==> config.mk <==
export PLATFORM = sky130hd
export DESIGN_NAME = tmr_flag_ctl
export DESIGN_NICKNAME = d
export VERILOG_FILES = /design/src/rtl/tmr_flag_pkg.sv /design/src/rtl/tmr_ctl_regs.sv /design/src/rtl/tmr_free_cnt.sv /design/src/rtl/tmr_flag_bank.sv /design/src/rtl/tmr_clr_decode.sv /design/src/rtl/tmr_flag_ctl.sv
export SDC_FILE = /design/constraint.sdc
export NUM_CORES = 1
export LEC_CHECK = 0
export BUFFER_PORTS_ARGS = -buffer_cell sky130_fd_sc_hd__buf_2
export CAP_MARGIN = 15
export CELL_PAD_IN_SITES_DETAIL_PLACEMENT = 1
export CELL_PAD_IN_SITES_GLOBAL_PLACEMENT = 2
export CORE_MARGIN = 10
export CORE_UTILIZATION = 29
export DETAILED_ROUTE_END_ITERATION = 6
export PLACE_DENSITY = 0.91
export SYNTH_ARGS = -nofsm -noshare
export SYNTH_HDL_FRONTEND = slang
export SYNTH_SLANG_ARGS = --single-unit
export TNS_END_PERCENT = 10
==> constraint.sdc <==
create_clock -name clk -period 1.6 [get_ports clk]
set_input_delay 0 -clock clk [delete_from_list [all_inputs] [get_ports clk]]
set_output_delay 0 -clock clk [all_outputs]
set_load 0.02 [all_outputs]
==> src/rtl/tmr_flag_pkg.sv <==
package tmr_flag_pkg;
  localparam int unsigned REG_W   = 8;
  localparam int unsigned VIEW_W  = 16;

  localparam int unsigned A_CTRL  = 0;
  localparam int unsigned A_CHFLG = 1;
  localparam int unsigned A_MSFLG = 2;
  localparam int unsigned A_CHIEN = 3;
  localparam int unsigned A_MSIEN = 4;
  localparam int unsigned A_CNTH  = 5;
  localparam int unsigned A_CNTL  = 6;
  localparam int unsigned A_PACH  = 7;
  localparam int unsigned A_PACL  = 8;
  localparam int unsigned A_CHBASE = 16;

  localparam int unsigned CTRL_EN_BIT   = 7;
  localparam int unsigned CTRL_FAST_BIT = 4;

  localparam int unsigned MS_CNTOVF = 0;
  localparam int unsigned MS_PAOVF  = 1;
  localparam int unsigned MS_PAEDGE = 2;
  localparam int unsigned MS_W      = 3;

  typedef enum logic [1:0] {ACC_NONE, ACC_RD, ACC_WR} acc_t;
endpackage

==> src/rtl/tmr_ctl_regs.sv <==
module tmr_ctl_regs
  import tmr_flag_pkg::*;
#(
  parameter int unsigned NCH = 4
) (
  input  logic                 clk,
  input  logic                 rst_n,
  input  logic                 wr_ctrl,
  input  logic                 wr_chien,
  input  logic                 wr_msien,
  input  logic [REG_W-1:0]     wdata,
  output logic                 ctrl_en,
  output logic                 ctrl_fast,
  output logic [NCH-1:0]       ch_ien,
  output logic [MS_W-1:0]      ms_ien
);
  logic unused_wbits;
  assign unused_wbits = ^wdata;

  always_ff @(posedge clk or negedge rst_n) begin
    if (!rst_n) begin
      ctrl_en   <= 1'b0;
      ctrl_fast <= 1'b0;
    end else if (wr_ctrl) begin
      ctrl_en   <= wdata[CTRL_EN_BIT];
      ctrl_fast <= wdata[CTRL_FAST_BIT];
    end
  end

  always_ff @(posedge clk or negedge rst_n) begin
    if (!rst_n)        ch_ien <= '0;
    else if (wr_chien) ch_ien <= wdata[NCH-1:0];
  end

  always_ff @(posedge clk or negedge rst_n) begin
    if (!rst_n)        ms_ien <= '0;
    else if (wr_msien) ms_ien <= wdata[MS_W-1:0];
  end
endmodule

==> src/rtl/tmr_free_cnt.sv <==
module tmr_free_cnt #(
  parameter int unsigned CNT_W = 16
) (
  input  logic             clk,
  input  logic             rst_n,
  input  logic             run,
  output logic [CNT_W-1:0] cnt,
  output logic             wrap
);
  localparam logic [CNT_W-1:0] CNT_MAX = '1;

  assign wrap = run && (cnt == CNT_MAX);

  always_ff @(posedge clk or negedge rst_n) begin
    if (!rst_n)   cnt <= '0;
    else if (run) cnt <= cnt + 1'b1;
  end
endmodule

==> src/rtl/tmr_flag_bank.sv <==
module tmr_flag_bank #(
  parameter int unsigned W = 4
) (
  input  logic         clk,
  input  logic         rst_n,
  input  logic [W-1:0] set,
  input  logic [W-1:0] clr,
  output logic [W-1:0] flags
);
  for (genvar i = 0; i < W; i++) begin : g_cell
    always_ff @(posedge clk or negedge rst_n) begin
      if (!rst_n)      flags[i] <= 1'b0;
      else if (set[i]) flags[i] <= 1'b1;
      else if (clr[i]) flags[i] <= 1'b0;
    end
  end
endmodule

==> src/rtl/tmr_clr_decode.sv <==
module tmr_clr_decode
  import tmr_flag_pkg::*;
#(
  parameter int unsigned NCH    = 4,
  parameter int unsigned ADDR_W = 6
) (
  input  acc_t              acc,
  input  logic [ADDR_W-1:0] addr,
  input  logic [REG_W-1:0]  wdata,
  input  logic              fast,
  input  logic [NCH-1:0]    ch_is_capture,
  output logic              wr_ctrl,
  output logic              wr_chien,
  output logic              wr_msien,
  output logic [NCH-1:0]    ch_clr,
  output logic [MS_W-1:0]   ms_clr,
  output logic [NCH-1:0]    ch_wr_stb
);
  localparam logic [ADDR_W-1:0] AD_CTRL  = ADDR_W'(A_CTRL);
  localparam logic [ADDR_W-1:0] AD_CHFLG = ADDR_W'(A_CHFLG);
  localparam logic [ADDR_W-1:0] AD_MSFLG = ADDR_W'(A_MSFLG);
  localparam logic [ADDR_W-1:0] AD_CHIEN = ADDR_W'(A_CHIEN);
  localparam logic [ADDR_W-1:0] AD_MSIEN = ADDR_W'(A_MSIEN);
  localparam logic [ADDR_W-1:0] AD_CNTH  = ADDR_W'(A_CNTH);
  localparam logic [ADDR_W-1:0] AD_CNTL  = ADDR_W'(A_CNTL);
  localparam logic [ADDR_W-1:0] AD_PACH  = ADDR_W'(A_PACH);
  localparam logic [ADDR_W-1:0] AD_PACL  = ADDR_W'(A_PACL);

  logic is_rd, is_wr, any_acc;
  logic hit_cnt, hit_pac;
  logic [NCH-1:0] hit_ch;
  logic unused_wbits;

  assign is_rd   = (acc == ACC_RD);
  assign is_wr   = (acc == ACC_WR);
  assign any_acc = is_rd || is_wr;
  assign unused_wbits = ^wdata;

  assign wr_ctrl  = is_wr && (addr == AD_CTRL);
  assign wr_chien = is_wr && (addr == AD_CHIEN);
  assign wr_msien = is_wr && (addr == AD_MSIEN);
  assign hit_cnt  = any_acc && ((addr == AD_CNTH) || (addr == AD_CNTL));
  assign hit_pac  = any_acc && ((addr == AD_PACH) || (addr == AD_PACL));

  for (genvar i = 0; i < NCH; i++) begin : g_ch
    localparam logic [ADDR_W-1:0] AD_CH = ADDR_W'(A_CHBASE + i);
    assign hit_ch[i]    = (addr == AD_CH);
    assign ch_wr_stb[i] = is_wr && hit_ch[i];
  end

  always_comb begin
    ch_clr = '0;
    ms_clr = '0;
    if (!fast) begin
      if (is_wr && addr == AD_CHFLG) ch_clr = wdata[NCH-1:0];
      if (is_wr && addr == AD_MSFLG) ms_clr = wdata[MS_W-1:0];
    end else begin
      for (int i = 0; i < NCH; i++)
        ch_clr[i] = hit_ch[i] && (ch_is_capture[i] ? is_rd : is_wr);
      ms_clr[MS_CNTOVF] = hit_cnt;
      ms_clr[MS_PAOVF]  = hit_pac;
      ms_clr[MS_PAEDGE] = hit_pac;
    end
  end
endmodule

==> src/rtl/tmr_flag_ctl.sv <==
module tmr_flag_ctl
  import tmr_flag_pkg::*;
#(
  parameter int unsigned NCH    = 4,
  parameter int unsigned CNT_W  = 16,
  parameter int unsigned ADDR_W = 6
) (
  input  logic                 clk,
  input  logic                 rst_n,
  input  logic                 bus_sel,
  input  logic                 bus_wr,
  input  logic [ADDR_W-1:0]    bus_addr,
  input  logic [REG_W-1:0]     bus_wdata,
  output logic [REG_W-1:0]     bus_rdata,
  input  logic [NCH-1:0]       ch_evt,
  input  logic [NCH-1:0]       ch_is_capture,
  input  logic [REG_W*NCH-1:0] ch_rdata,
  output logic [NCH-1:0]       ch_wr_stb,
  input  logic                 pa_ovf_evt,
  input  logic                 pa_edge_evt,
  input  logic [VIEW_W-1:0]    pa_count,
  output logic                 irq
);
  acc_t                acc;
  logic                ctrl_en, ctrl_fast;
  logic [NCH-1:0]      ch_ien, ch_flags, ch_set, ch_clr;
  logic [MS_W-1:0]     ms_ien, misc_flags, ms_set, ms_clr;
  logic                wr_ctrl, wr_chien, wr_msien;
  logic [CNT_W-1:0]    cnt_q;
  logic                cnt_wrap;
  logic [VIEW_W-1:0]   cnt_view;

  assign acc = !bus_sel ? ACC_NONE : (bus_wr ? ACC_WR : ACC_RD);

  tmr_clr_decode #(.NCH(NCH), .ADDR_W(ADDR_W)) u_dec (
    .acc(acc), .addr(bus_addr), .wdata(bus_wdata), .fast(ctrl_fast),
    .ch_is_capture(ch_is_capture), .wr_ctrl(wr_ctrl), .wr_chien(wr_chien),
    .wr_msien(wr_msien), .ch_clr(ch_clr), .ms_clr(ms_clr), .ch_wr_stb(ch_wr_stb)
  );

  tmr_ctl_regs #(.NCH(NCH)) u_regs (
    .clk(clk), .rst_n(rst_n), .wr_ctrl(wr_ctrl), .wr_chien(wr_chien),
    .wr_msien(wr_msien), .wdata(bus_wdata), .ctrl_en(ctrl_en),
    .ctrl_fast(ctrl_fast), .ch_ien(ch_ien), .ms_ien(ms_ien)
  );

  tmr_free_cnt #(.CNT_W(CNT_W)) u_cnt (
    .clk(clk), .rst_n(rst_n), .run(ctrl_en), .cnt(cnt_q), .wrap(cnt_wrap)
  );

  assign ch_set = ch_evt & {NCH{ctrl_en}};
  always_comb begin
    ms_set = '0;
    ms_set[MS_CNTOVF] = cnt_wrap;
    ms_set[MS_PAOVF]  = pa_ovf_evt && ctrl_en;
    ms_set[MS_PAEDGE] = pa_edge_evt && ctrl_en;
  end

  tmr_flag_bank #(.W(NCH)) u_chflg (
    .clk(clk), .rst_n(rst_n), .set(ch_set), .clr(ch_clr), .flags(ch_flags)
  );

  tmr_flag_bank #(.W(MS_W)) u_msflg (
    .clk(clk), .rst_n(rst_n), .set(ms_set), .clr(ms_clr), .flags(misc_flags)
  );

  assign cnt_view = VIEW_W'(cnt_q);
  assign irq = (|(ch_flags & ch_ien)) || (|(misc_flags & ms_ien));

  always_comb begin
    bus_rdata = '0;
    if (acc == ACC_RD) begin
      unique case (bus_addr)
        ADDR_W'(A_CTRL): begin
          bus_rdata[CTRL_EN_BIT]   = ctrl_en;
          bus_rdata[CTRL_FAST_BIT] = ctrl_fast;
        end
        ADDR_W'(A_CHFLG): bus_rdata = REG_W'(ch_flags);
        ADDR_W'(A_MSFLG): bus_rdata = REG_W'(misc_flags);
        ADDR_W'(A_CHIEN): bus_rdata = REG_W'(ch_ien);
        ADDR_W'(A_MSIEN): bus_rdata = REG_W'(ms_ien);
        ADDR_W'(A_CNTH):  bus_rdata = cnt_view[VIEW_W-1:REG_W];
        ADDR_W'(A_CNTL):  bus_rdata = cnt_view[REG_W-1:0];
        ADDR_W'(A_PACH):  bus_rdata = pa_count[VIEW_W-1:REG_W];
        ADDR_W'(A_PACL):  bus_rdata = pa_count[REG_W-1:0];
        default: begin
          for (int i = 0; i < NCH; i++)
            if (bus_addr == ADDR_W'(A_CHBASE + i))
              bus_rdata = ch_rdata[i*REG_W +: REG_W];
        end
      endcase
    end
  end
endmodule

==> impl_metrics.env <==
export IMPL_drt_initial_drc_count=86
export IMPL_hold_path_depth=2
export IMPL_synth_top_flop_cell="dfrtp_1"
export IMPL_ys_types=39
export IMPL_drv_slew=0
export IMPL_io_pins=89
export IMPL_die_width_um=108.2
export IMPL_fin_nets=417
export IMPL_firstDrtPassIters=4
export IMPL_grt_first_pass_wirelength_mm=13.74
export IMPL_hold_class="in2reg"
export IMPL_setup_tns_final_ns=-0.03838
export IMPL_crit_path_start_kind="flop"
export IMPL_initial_core_util=0.2953
export IMPL_powerDensity_nw_per_um2=768.8
export IMPL_wire_per_inst_um=19.67
export IMPL_min_period_over_period=1.019
export IMPL_syn_area_per_cell_sq_um=9.905
export IMPL_ant_nets=0
export IMPL_end_kind="primary output"
export IMPL_routed_wirelength_mm=8.712
export IMPL_grt_antenna_before_repair=0
export IMPL_clock_skew_final_ns=0.008604
export IMPL_netlist_instances=228
export IMPL_rr_startpoint="u_cnt.cnt[2]$_DFFE_PN0P_"
export IMPL_crit_slowest_cell="dfrtp_1"
export IMPL_timing_rr_end="u_cnt.cnt[12]$_DFFE_PN0P_"
export IMPL_critPathRequiredTime_ns=1.60
export IMPL_setup_violations=2
export IMPL_whs_endpoint="u_regs.ch_ien[1]$_DFFE_PN0P_"
export IMPL_drc=0
export IMPL_cts_root_buffer="clkbuf_8"
export IMPL_p_leak_nw=1.417
export IMPL_grt_overflow=0
export IMPL_insertion_delay_ns=0.29
export IMPL_ir_drop_v=0.0003411
export IMPL_r2r_setup_slack_ns=0.05
export IMPL_coreArea_sq_um=7647
export IMPL_finalWorstSetupSlack_ns=-0.03007
export IMPL_synth_edf_count=0
export IMPL_drive_gt1_frac=0.4692
export IMPL_cap_violations=0
export IMPL_max_clock_path_buffers=2
export IMPL_diodes=0
export IMPL_via_per_inst=5.325
export IMPL_rows=32
export IMPL_worst_slew_pin_slew_ns=0.7579
export IMPL_grt_pass1_vias=2587
export IMPL_violations="setup timing"
export IMPL_io_buffers=86
export IMPL_cts_sinks=32
export IMPL_reg2reg_depth=5
export IMPL_grt_max_degree=33
export IMPL_cp_max_fo=2
export IMPL_gp_congestion=0.8899
export IMPL_syn_num_nets=305
export IMPL_p_total_mw=2.455
export IMPL_timing_fmax_mhz=613.5
export IMPL_status="finished with violations"
export IMPL_mostFrequentLayoutCells="85 x buf_2, 32 x dfrtp_1, 23 x nand2_1, 23 x buf_4, 21 x nand3_1"
export IMPL_fillers=904
export IMPL_final_common_cell="buf_2"
export IMPL_via_count=2359
export IMPL_die_area_sq_um=11720
export IMPL_ys_warn_count=0
export IMPL_dpl_cell_area_sq_um=2895
export IMPL_period_minus_slack_ns=1.630
export IMPL_clk_pin_slew_ns=0.07
export IMPL_ys_seq_elements=32
export IMPL_final_area_sq_um=3193
export IMPL_synthArstFlopShare=1.000
export IMPL_rsz0062_at_grt="yes"
export IMPL_worstHoldStart="bus_wdata[1]"
export IMPL_cts_buffers=5
export IMPL_netlist_area_sq_um=2258
export IMPL_cp_arrival_ns=1.63
export IMPL_finalHoldViolations=0
export IMPL_criticalPathCategory="reg2out"
export IMPL_htree_levels=2
export IMPL_cts_tree="built"
export IMPL_track_usage=0.1469
export IMPL_area_growth_pct=41.38
export IMPL_hold_slack_ns=0.006490
export IMPL_slew_headroom=0.4947
export IMPL_post_dp_hpwl_mm=6.930
export IMPL_path_cells="mux2_2 -> a22oi_2 -> nor2_1 -> a221oi_2 -> a21oi_1 -> buf_2"
export IMPL_dieHeight_um=108.2
export IMPL_max_stage_delay_ns=0.40
export IMPL_place_worst_setup_slack_ns=0.03282
export IMPL_ys_seq_area_frac=0.3546
==> flip-flops by register name, indices dropped and copies added (netlist names) <==
name	count
u_cnt.cnt	16
u_chflg.flags	4
u_regs.ch_ien	4
u_msflg.flags	3
u_regs.ms_ien	3
u_regs.ctrl_en	1
u_regs.ctrl_fast	1
==> synthesized netlist by cell type (2+ instances only) <==
cell	number	area share
a31oi_1	3	0.0083
nor3_2	2	0.0089
mux4_2	8	0.080
nor2_1	17	0.028
a21oi_1	4	0.0089
nand2b_1	4	0.011
nand4_1	6	0.017
buf_2	6	0.013
mux2i_1	3	0.013
o21ai_0	6	0.013
nor3_1	3	0.0066
buf_1	2	0.0033
nor2b_1	4	0.011
clkbuf_1	5	0.0083
nand3_1	21	0.047
a22oi_1	6	0.020
dfrtp_1	32	0.35
a32o_1	6	0.027
a221oi_1	6	0.023
nand2_1	23	0.038
and3_1	6	0.017
xnor2_1	12	0.047
a32oi_1	2	0.0078
mux2_2	19	0.095
xor2_1	7	0.027
o211ai_1	2	0.0066
==> power by group <==
| group | internal, mW | switching [mW] |
|---|---|---|
| combinational | 0.341 | 0.290 |
| clock | 0.462 | 0.307 |
| sequential | 0.929 | 0.125 |
==> per-layer routing <==
| layer | vias to the layer above | routed length [um] | GRT usage | part of all wire |
|---|---|---|---|---|
| met5 | - | 0 | 0 | 0 |
| met4 | 0 | 103 | 0.03817 | 0.012 |
| met3 | 9 | 703 | 0.04521 | 0.081 |
| met2 | 76 | 4263 | 0.2530 | 0.49 |
| met1 | 1186 | 3641 | 0.1729 | 0.42 |
| li1 | 1088 | - | - | - |
==> cells by family after synthesis <==
group / Yosys count / share of synthesized area
muxes: 30 / 0.1878
AOI/OAI and AO/OA: 40 / 0.1352
and+or+nand+nor: 92 / 0.2166
DFF: 32 / 0.3546
buffers and inverters: 14 / 0.02659
adders and majority gates: 1 / 0.005539
xor gates and xnor gates: 19 / 0.07368
==> area by class of cell <==
class	count	area [sq um]	share of cell area
clock inverters	2	35.03	0.01097
multi-input cells	182	1455	0.4557
repair buffers	118	698.2	0.2187
inverters	1	3.754	0.001176
flip-flops and latches	32	800.8	0.2508
clock buffers	6	72.57	0.02273
well taps	102	127.6	0.03997
==> worst max-delay path, delay by kind of cell, from the launching register on <==
| family | cells | cell delay, ns |
|---|---|---|
| AND/OR/NAND/NOR | 1 | 0.07 |
| AO/OA/AOI/OAI | 3 | 0.44 |
| multiplexers | 1 | 0.27 |
| buffers and inverters | 1 | 0.17 |
| flip-flops | 1 | 0.40 |
==> worst max path at each step <==
| stage | from | slack (ns) | end | cells after the start |
|---|---|---|---|---|
| 3_5_place_dp | bus_addr[0] | 0.03 | bus_rdata[1] | 7 |
| 6_report | u_cnt.cnt[4]$_DFFE_PN0P_ | -0.03 | bus_rdata[4] | 6 |
| 3_3_place_gp | bus_addr[0] | 0.06 | bus_rdata[1] | 7 |
| 5_1_grt | u_cnt.cnt[4]$_DFFE_PN0P_ | -0.14 | bus_rdata[4] | 6 |
| 2_1_floorplan | bus_addr[0] | 0.18 | bus_rdata[0] | 7 |
| 4_1_cts | u_cnt.cnt[4]$_DFFE_PN0P_ | -0.04 | bus_rdata[4] | 6 |
==> per-stage QoR <==
stage,util,std cells
2_1_floorplan,-,228
3_3_place_gp,0.3786,421
3_5_place_dp,0.3786,421
4_1_cts,0.4141,443
5_1_grt,0.4175,443
6_report,0.4175,443
==> repair_timing <==
action / CTS / global route
resized for setup: 8 / 6
buffers inserted: 4 / 0
hold buffers: 10 / 0
setup endpoints to repair: 6 / 15
cloned: 0 / 0
hold endpoints to repair: 41 / 0
pin swaps: 0 / 0
Power figures use the tool's default switching activity.
